File: src/rtl/lifo_sp_pkg.sv
package lifo_sp_pkg;

    // Operation carried out in the current cycle, after arbitration.
    typedef enum logic [2:0] {
        OP_IDLE  = 3'd0,
        OP_PUSH  = 3'd1,
        OP_POP   = 3'd2,
        OP_LOAD  = 3'd3,
        OP_CLASH = 3'd4,
        OP_UNDER = 3'd5
    } sp_op_e;

    // Fault indications kept by the unit.
    typedef struct packed {
        logic overflow;
        logic underflow;
        logic clash;
    } sp_fault_t;

    // Load wins; a simultaneous push/pop pair is rejected; a pop at the
    // initial pointer is demoted to an underflow.
    function automatic sp_op_e sp_classify(input logic ld,
                                           input logic psh,
                                           input logic pp,
                                           input logic at_top);
        sp_op_e op;
        if (ld)
            op = OP_LOAD;
        else if (psh && pp)
            op = OP_CLASH;
        else if (psh)
            op = OP_PUSH;
        else if (pp)
            op = at_top ? OP_UNDER : OP_POP;
        else
            op = OP_IDLE;
        return op;
    endfunction

endpackage

File: src/rtl/sp_cmd_decode.sv
module sp_cmd_decode
    import lifo_sp_pkg::*;
#(
    parameter int unsigned       ADDR_W  = 16,
    parameter logic [ADDR_W-1:0] SP_INIT = '1
) (
    input  logic              load_req,
    input  logic              push_req,
    input  logic              pop_req,
    input  logic [ADDR_W-1:0] sp,
    input  logic [ADDR_W-1:0] bound,
    output sp_op_e            op,
    output logic              intrude
);

    logic at_top;

    always_comb begin
        at_top  = (sp == SP_INIT);
        intrude = (sp < bound);
        op      = sp_classify(load_req, push_req, pop_req, at_top);
    end

endmodule

File: src/rtl/sp_pointer_reg.sv
module sp_pointer_reg
    import lifo_sp_pkg::*;
#(
    parameter int unsigned       ADDR_W     = 16,
    parameter logic [ADDR_W-1:0] SP_INIT    = '1,
    parameter logic [ADDR_W-1:0] BOUND_INIT = '0
) (
    input  logic              clk,
    input  logic              rst,
    input  sp_op_e            op,
    input  logic [ADDR_W-1:0] load_value,
    input  logic              bound_wr,
    input  logic [ADDR_W-1:0] bound_value,
    output logic [ADDR_W-1:0] sp,
    output logic [ADDR_W-1:0] bound
);

    localparam logic [ADDR_W-1:0] ONE = {{(ADDR_W-1){1'b0}}, 1'b1};

    always_ff @(posedge clk) begin
        if (rst) begin
            sp <= SP_INIT;
        end else begin
            case (op)
                OP_PUSH: sp <= sp - ONE;
                OP_POP:  sp <= sp + ONE;
                OP_LOAD: sp <= load_value;
                default: sp <= sp;
            endcase
        end
    end

    always_ff @(posedge clk) begin
        if (rst)
            bound <= BOUND_INIT;
        else if (bound_wr)
            bound <= bound_value;
    end

endmodule

File: src/rtl/sp_fault_flags.sv
module sp_fault_flags
    import lifo_sp_pkg::*;
(
    input  logic      clk,
    input  logic      rst,
    input  sp_op_e    op,
    input  logic      intrude,
    output sp_fault_t faults
);

    always_ff @(posedge clk) begin
        if (rst) begin
            faults <= '0;
        end else begin
            faults.clash <= (op == OP_CLASH);
            if (op == OP_LOAD) begin
                faults.overflow  <= 1'b0;
                faults.underflow <= 1'b0;
            end else begin
                if (op == OP_PUSH && intrude)
                    faults.overflow <= 1'b1;
                if (op == OP_UNDER)
                    faults.underflow <= 1'b1;
            end
        end
    end

endmodule

File: src/rtl/sp_pop_capture.sv
module sp_pop_capture
    import lifo_sp_pkg::*;
#(
    parameter int unsigned DATA_W = 8
) (
    input  logic              clk,
    input  logic              rst,
    input  sp_op_e            op,
    input  logic [DATA_W-1:0] mem_rdata,
    output logic [DATA_W-1:0] pop_data,
    output logic              pop_valid
);

    always_ff @(posedge clk) begin
        if (rst) begin
            pop_valid <= 1'b0;
            pop_data  <= '0;
        end else begin
            pop_valid <= (op == OP_POP);
            if (op == OP_POP)
                pop_data <= mem_rdata;
        end
    end

endmodule

File: src/rtl/lifo_sp_unit.sv
module lifo_sp_unit
    import lifo_sp_pkg::*;
#(
    parameter int unsigned       ADDR_W     = 16,
    parameter int unsigned       DATA_W     = 8,
    parameter logic [ADDR_W-1:0] SP_INIT    = '1,
    parameter logic [ADDR_W-1:0] BOUND_INIT = '0
) (
    input  logic              clk,
    input  logic              rst,
    input  logic              push_req,
    input  logic              pop_req,
    input  logic [DATA_W-1:0] push_data,
    input  logic              load_req,
    input  logic [ADDR_W-1:0] load_value,
    input  logic              bound_wr,
    input  logic [ADDR_W-1:0] bound_value,
    output logic [ADDR_W-1:0] mem_addr,
    output logic [DATA_W-1:0] mem_wdata,
    input  logic [DATA_W-1:0] mem_rdata,
    output logic              mem_we,
    output logic [DATA_W-1:0] pop_data,
    output logic              pop_valid,
    output logic [ADDR_W-1:0] sp_out,
    output logic              ovf_flag,
    output logic              udf_flag,
    output logic              clash_pulse
);

    localparam logic [ADDR_W-1:0] ONE = {{(ADDR_W-1){1'b0}}, 1'b1};

    sp_op_e            op;
    logic              intrude;
    logic [ADDR_W-1:0] sp;
    logic [ADDR_W-1:0] bound;
    sp_fault_t         faults;

    sp_cmd_decode #(
        .ADDR_W  (ADDR_W),
        .SP_INIT (SP_INIT)
    ) u_decode (
        .load_req (load_req),
        .push_req (push_req),
        .pop_req  (pop_req),
        .sp       (sp),
        .bound    (bound),
        .op       (op),
        .intrude  (intrude)
    );

    sp_pointer_reg #(
        .ADDR_W     (ADDR_W),
        .SP_INIT    (SP_INIT),
        .BOUND_INIT (BOUND_INIT)
    ) u_ptr (
        .clk         (clk),
        .rst         (rst),
        .op          (op),
        .load_value  (load_value),
        .bound_wr    (bound_wr),
        .bound_value (bound_value),
        .sp          (sp),
        .bound       (bound)
    );

    sp_fault_flags u_faults (
        .clk     (clk),
        .rst     (rst),
        .op      (op),
        .intrude (intrude),
        .faults  (faults)
    );

    sp_pop_capture #(
        .DATA_W (DATA_W)
    ) u_capture (
        .clk       (clk),
        .rst       (rst),
        .op        (op),
        .mem_rdata (mem_rdata),
        .pop_data  (pop_data),
        .pop_valid (pop_valid)
    );

    // Push writes at the free slot; pop reads the slot just above it.
    always_comb begin
        mem_addr  = (op == OP_POP) ? (sp + ONE) : sp;
        mem_we    = (op == OP_PUSH);
        mem_wdata = push_data;
    end

    assign sp_out      = sp;
    assign ovf_flag    = faults.overflow;
    assign udf_flag    = faults.underflow;
    assign clash_pulse = faults.clash;

endmodule

File: config.mk
export PLATFORM = sky130hd
export DESIGN_NAME = lifo_sp_unit
export DESIGN_NICKNAME = d
export VERILOG_FILES = /design/src/rtl/lifo_sp_pkg.sv /design/src/rtl/sp_cmd_decode.sv /design/src/rtl/sp_pointer_reg.sv /design/src/rtl/sp_fault_flags.sv /design/src/rtl/sp_pop_capture.sv /design/src/rtl/lifo_sp_unit.sv
export SDC_FILE = /design/constraint.sdc
export NUM_CORES = 1
export LEC_CHECK = 0
export ABC_AREA = 1
export BUFFER_PORTS_ARGS = -buffer_cell sky130_fd_sc_hd__buf_2
export CORE_AREA = 2 2 83 85
export DETAILED_ROUTE_END_ITERATION = 16
export DIE_AREA = 0 0 85 87
export PLACE_DENSITY = 0.8
export SLEW_MARGIN = 0
export SYNTH_ARGS = -nofsm -noshare
export SYNTH_HDL_FRONTEND = slang
export SYNTH_SLANG_ARGS = --single-unit
File: constraint.sdc
create_clock -name clk -period 1.9 [get_ports clk]
set_input_delay 0.19 -clock clk [delete_from_list [all_inputs] [get_ports clk]]
set_output_delay 0.19 -clock clk [all_outputs]
set_load 0.02 [all_outputs]
==> out/qor.csv <==
stage,metric,value,unit
yosys,Mapped Nets,595,
floorplanning,Initial Utilization,0.497,
setup_path,RR Endpoint,u_ptr.sp[9]$_SDFFE_PP1P_,
placement,Port Buf Inserts,90,
yosys,cells after synthesis,524,
cts,total CTS buffers,5,
setup_path,"Cell Chain, Critical Path","nand2_1, nor2_4, buf_4, and2_4, xor2_1, nor2_1, o21bai_4, buf_6",
floorplanning,row count,30,
status,failing checks,setup timing,
power_and_ir_drop,Psw,0.00110,W
cts,Worst-Skew Late Latency,0.30,ns
worst_hold_path,hold crit path type,in2reg,
global_routing,initial antenna violation count,0,
routing,TritonRoute pass-1 iters,4,
power_and_ir_drop,sequential share of power,0.365,
setup_path,critical path depth,8,
sta,final period utilization,1.05,
status,status,finished with violations,
yosys,Netlist cell types,32,
cts,clock-pin slew on the worst setup and hold paths,0.08,ns
cts,root buffer cell,clkbuf_8,
placement,placer congestion estimate,0.956,
floorplanning,I/O Pins,107,
setup_path,worst path bufs/invs,2,
job,Max Cap Viol,0,
cts,CTS max path bufs,2,
setup_path,Max stage delay on crit path,0.39,ns
yosys,async set-reset flop share out of synthesis,0,
setup_path,FF-to-FF Start,u_ptr.sp[7]$_SDFFE_PP1P_,
setup_path,critical path capture point,mem_addr[8],
power_and_ir_drop,P_leak,2.19,nW
placement,Post-DP Area,3940,sq um
yosys,"flops & latches, synth",44,
global_routing,gr ovfl total,0,
yosys,"EDFF count, synth",0,
floorplanning,DIE WIDTH,85,um
setup_path,critical path peak fanout,5,
global_routing,GR Layer Usage met1,0.358,
yosys,Post-Syn Area per Cell,6.23,sq um
floorplanning,Die Area,7400,sq um
placement,dpl ws,-0.0743,ns
yosys,Synth top area share,0.270,
global_routing,first-pass GRT wire length,16300,um
setup_path,Worst EP required,1.71,ns
placement,dpl hpwl,7620,um
global_routing,vias in the first global route,3415,
placement,# placed instances,695,
sta,Tmin final,1.99,ns
cells_and_area,Ant. Diodes,0,
sta,Tightest Pin Transition,0.734,ns
setup_path,crit-path leading delay family,simple AND/OR/NAND/NOR gates,
sta,final setup skew,0.00772,ns
routing,drt drc,0,
setup_path,crit path kind,reg2out,
cells_and_area,share of post-route cells with drive strength above 1,0.338,
setup_path,crit path DAT,1.80,ns
yosys,Most used DFF post-synth,dfxtp_1,
setup_path,critical path launch point,u_ptr.sp[7]$_SDFFE_PP1P_,
sta,final hold viol count,0,
yosys,register area share after synthesis,0.270,
power_and_ir_drop,sw frac,0.386,
global_routing,largest net degree at the start of global routing,31,
cts,H-tree level count,2,
sta,final worst setup slack,-0.0905,ns
sta,Slew headroom,0.510,
cts,CTS tree,done,
global_routing,total track usage,0.275,
setup_path,Critical Path Slowest Stage Cell,dfxtp_2,
yosys,top-count cell post-synth,nand2_1,
power_and_ir_drop,Gate power share,0.444,
setup_path,Startpoint Class,register,
global_routing,busiest layer in global routing,met2,
routing,Routed Antenna Nets,0,
cts,clk sinks,44,
floorplanning,core area,6570,sq um
sta,fmax,502,MHz
setup_path,Worst setup EP type,primary output,
setup_path,Reg2Reg Setup Slack,0.14,ns
power_and_ir_drop,Clock power frac,0.191,
yosys,mapped cell area,3270,sq um
floorplanning,die height,87,um
cells_and_area,area grow syn2layout,35.9,%
cells_and_area,Post-Layout Cell Count,713,
power_and_ir_drop,PD cells,643,nW/um^2
power_and_ir_drop,Peak VDD IR,386,uV
yosys,synth cell count leaders,"nand2_1 (155), nor2_1 (64), inv_1 (50)",
power_and_ir_drop,Int Pwr,0.00175,W
sta,RSZ-0062 raised after global routing,yes,
routing,Via density,5.15,
routing,vias,3669,
yosys,synth warn,0,
routing,drt total wl,10000,um
yosys,Synth area leaders,"dfxtp_1 (27%), nand2_1 (18%), nor2_1 (7.4%), ha_1 (6.5%), o21ai_0 (6.3%)",
cells_and_area,Final nets,706,
worst_hold_path,worst hold start,mem_rdata[4],
global_routing,M2 GR Usage,0.464,
cells_and_area,cell area after layout,4440,sq um
yosys,Yosys top cell by area,dfxtp_1,
routing,DR iter-0 viols,233,
sta,setup violators final,14,
routing,WL/cell,14.1,um
global_routing,met3 Use GR,0.0427,
sta,pins over their slew limit,0,
setup_path,Worst R2R Path Depth,10,
## state kept, by name (all words and copies together) (netlist names)
signal / count
u_ptr.bound: 16
u_capture.pop_data: 8
u_faults.faults: 3
u_ptr.sp: 16
u_capture.pop_valid: 1
## power by group through the flow
stage | clock network [W] | registers [W] | logic, W
2_1_floorplan | 0 | 0.00111 | 0.000677
3_3_place_gp | 0 | 0.00105 | 0.00106
3_5_place_dp | 0 | 0.00105 | 0.00107
4_1_cts | 0.000553 | 0.00104 | 0.00117
5_1_grt | 0.000577 | 0.00105 | 0.00140
6_report | 0.000543 | 0.00104 | 0.00127
## worst min path at each step
stage / depth (start not counted) / slack [ns] / end
5_1_grt: 3 / 0.14 / u_capture.pop_data[4]$_SDFFE_PP0N_
4_1_cts: 3 / 0.13 / u_capture.pop_data[1]$_SDFFE_PP0N_
3_3_place_gp: 0 / 0.38 / mem_wdata[2]
3_5_place_dp: 0 / 0.38 / mem_wdata[2]
2_1_floorplan: 2 / 0.33 / u_capture.pop_data[0]$_SDFFE_PP0N_
6_report: 3 / 0.13 / u_capture.pop_data[4]$_SDFFE_PP0N_
## metal layers
| layer | up-vias | share of wire |
|---|---|---|
| met5 | - | 0 |
| met4 | 0 | 0.025 |
| met3 | 20 | 0.056 |
| met2 | 117 | 0.48 |
| met1 | 1663 | 0.44 |
| li1 | 1869 | - |
## worst reg2reg max path: cells and delay by family, from the launching register on
family	cells	cell delay, ns
simple gates	6	0.71
buf+inv	3	0.45
flops	1	0.39
compound gates	1	0.16
## stage by stage
step / utilization / hold WS, ns / setup TNS [ns] / total power [W]
finish: 0.675 / 0.134 / -0.417 / 0.00285
global route: 0.675 / 0.135 / -1.60 / 0.00302
CTS: 0.647 / 0.129 / -0.245 / 0.00276
detailed placement: 0.599 / 0.380 / -0.101 / 0.00212
global placement: 0.599 / 0.380 / -0.0885 / 0.00211
floorplan: - / 0.333 / 0 / 0.00179
## layout make-up
class	count	area (sq um)
multi-input cells	394	2230
flip-flops and latches	44	900
repair buffers	136	923
inverters	54	218
clock buffers	5	68.8
fillers	588	2130
well taps	80	100
## placed cells by master (no fill, tap or decap), drive strengths merged
master,count
a21oi,33
and2,2
buf,136
clkbuf,5
dfxtp,44
ha,17
inv,54
nand2,159
nand3,39
nand3b,1
nand4,7
nor2,70
nor3,3
nor4,1
o211ai,2
o21a,1
o21ai,42
o21bai,3
xnor2,1
xor2,13
## logic make-up after synthesis
family / Yosys count / synth area share
compound gates: 81 / 0.130
xor+xnor: 14 / 0.0375
fa+ha+maj: 17 / 0.0651
buf+inv: 87 / 0.124
flops: 44 / 0.270
simple gates: 281 / 0.374
## what timing repair did
action | in CTS | in global routing
endpoints found under the setup margin | 19 | 21
hold buffers | 0 | 0
cloned | 1 | 0
buffers inserted | 8 | 4
pin swaps | 6 | 14
gates resized for setup | 59 | 40
(Power assumes the default switching activity.)
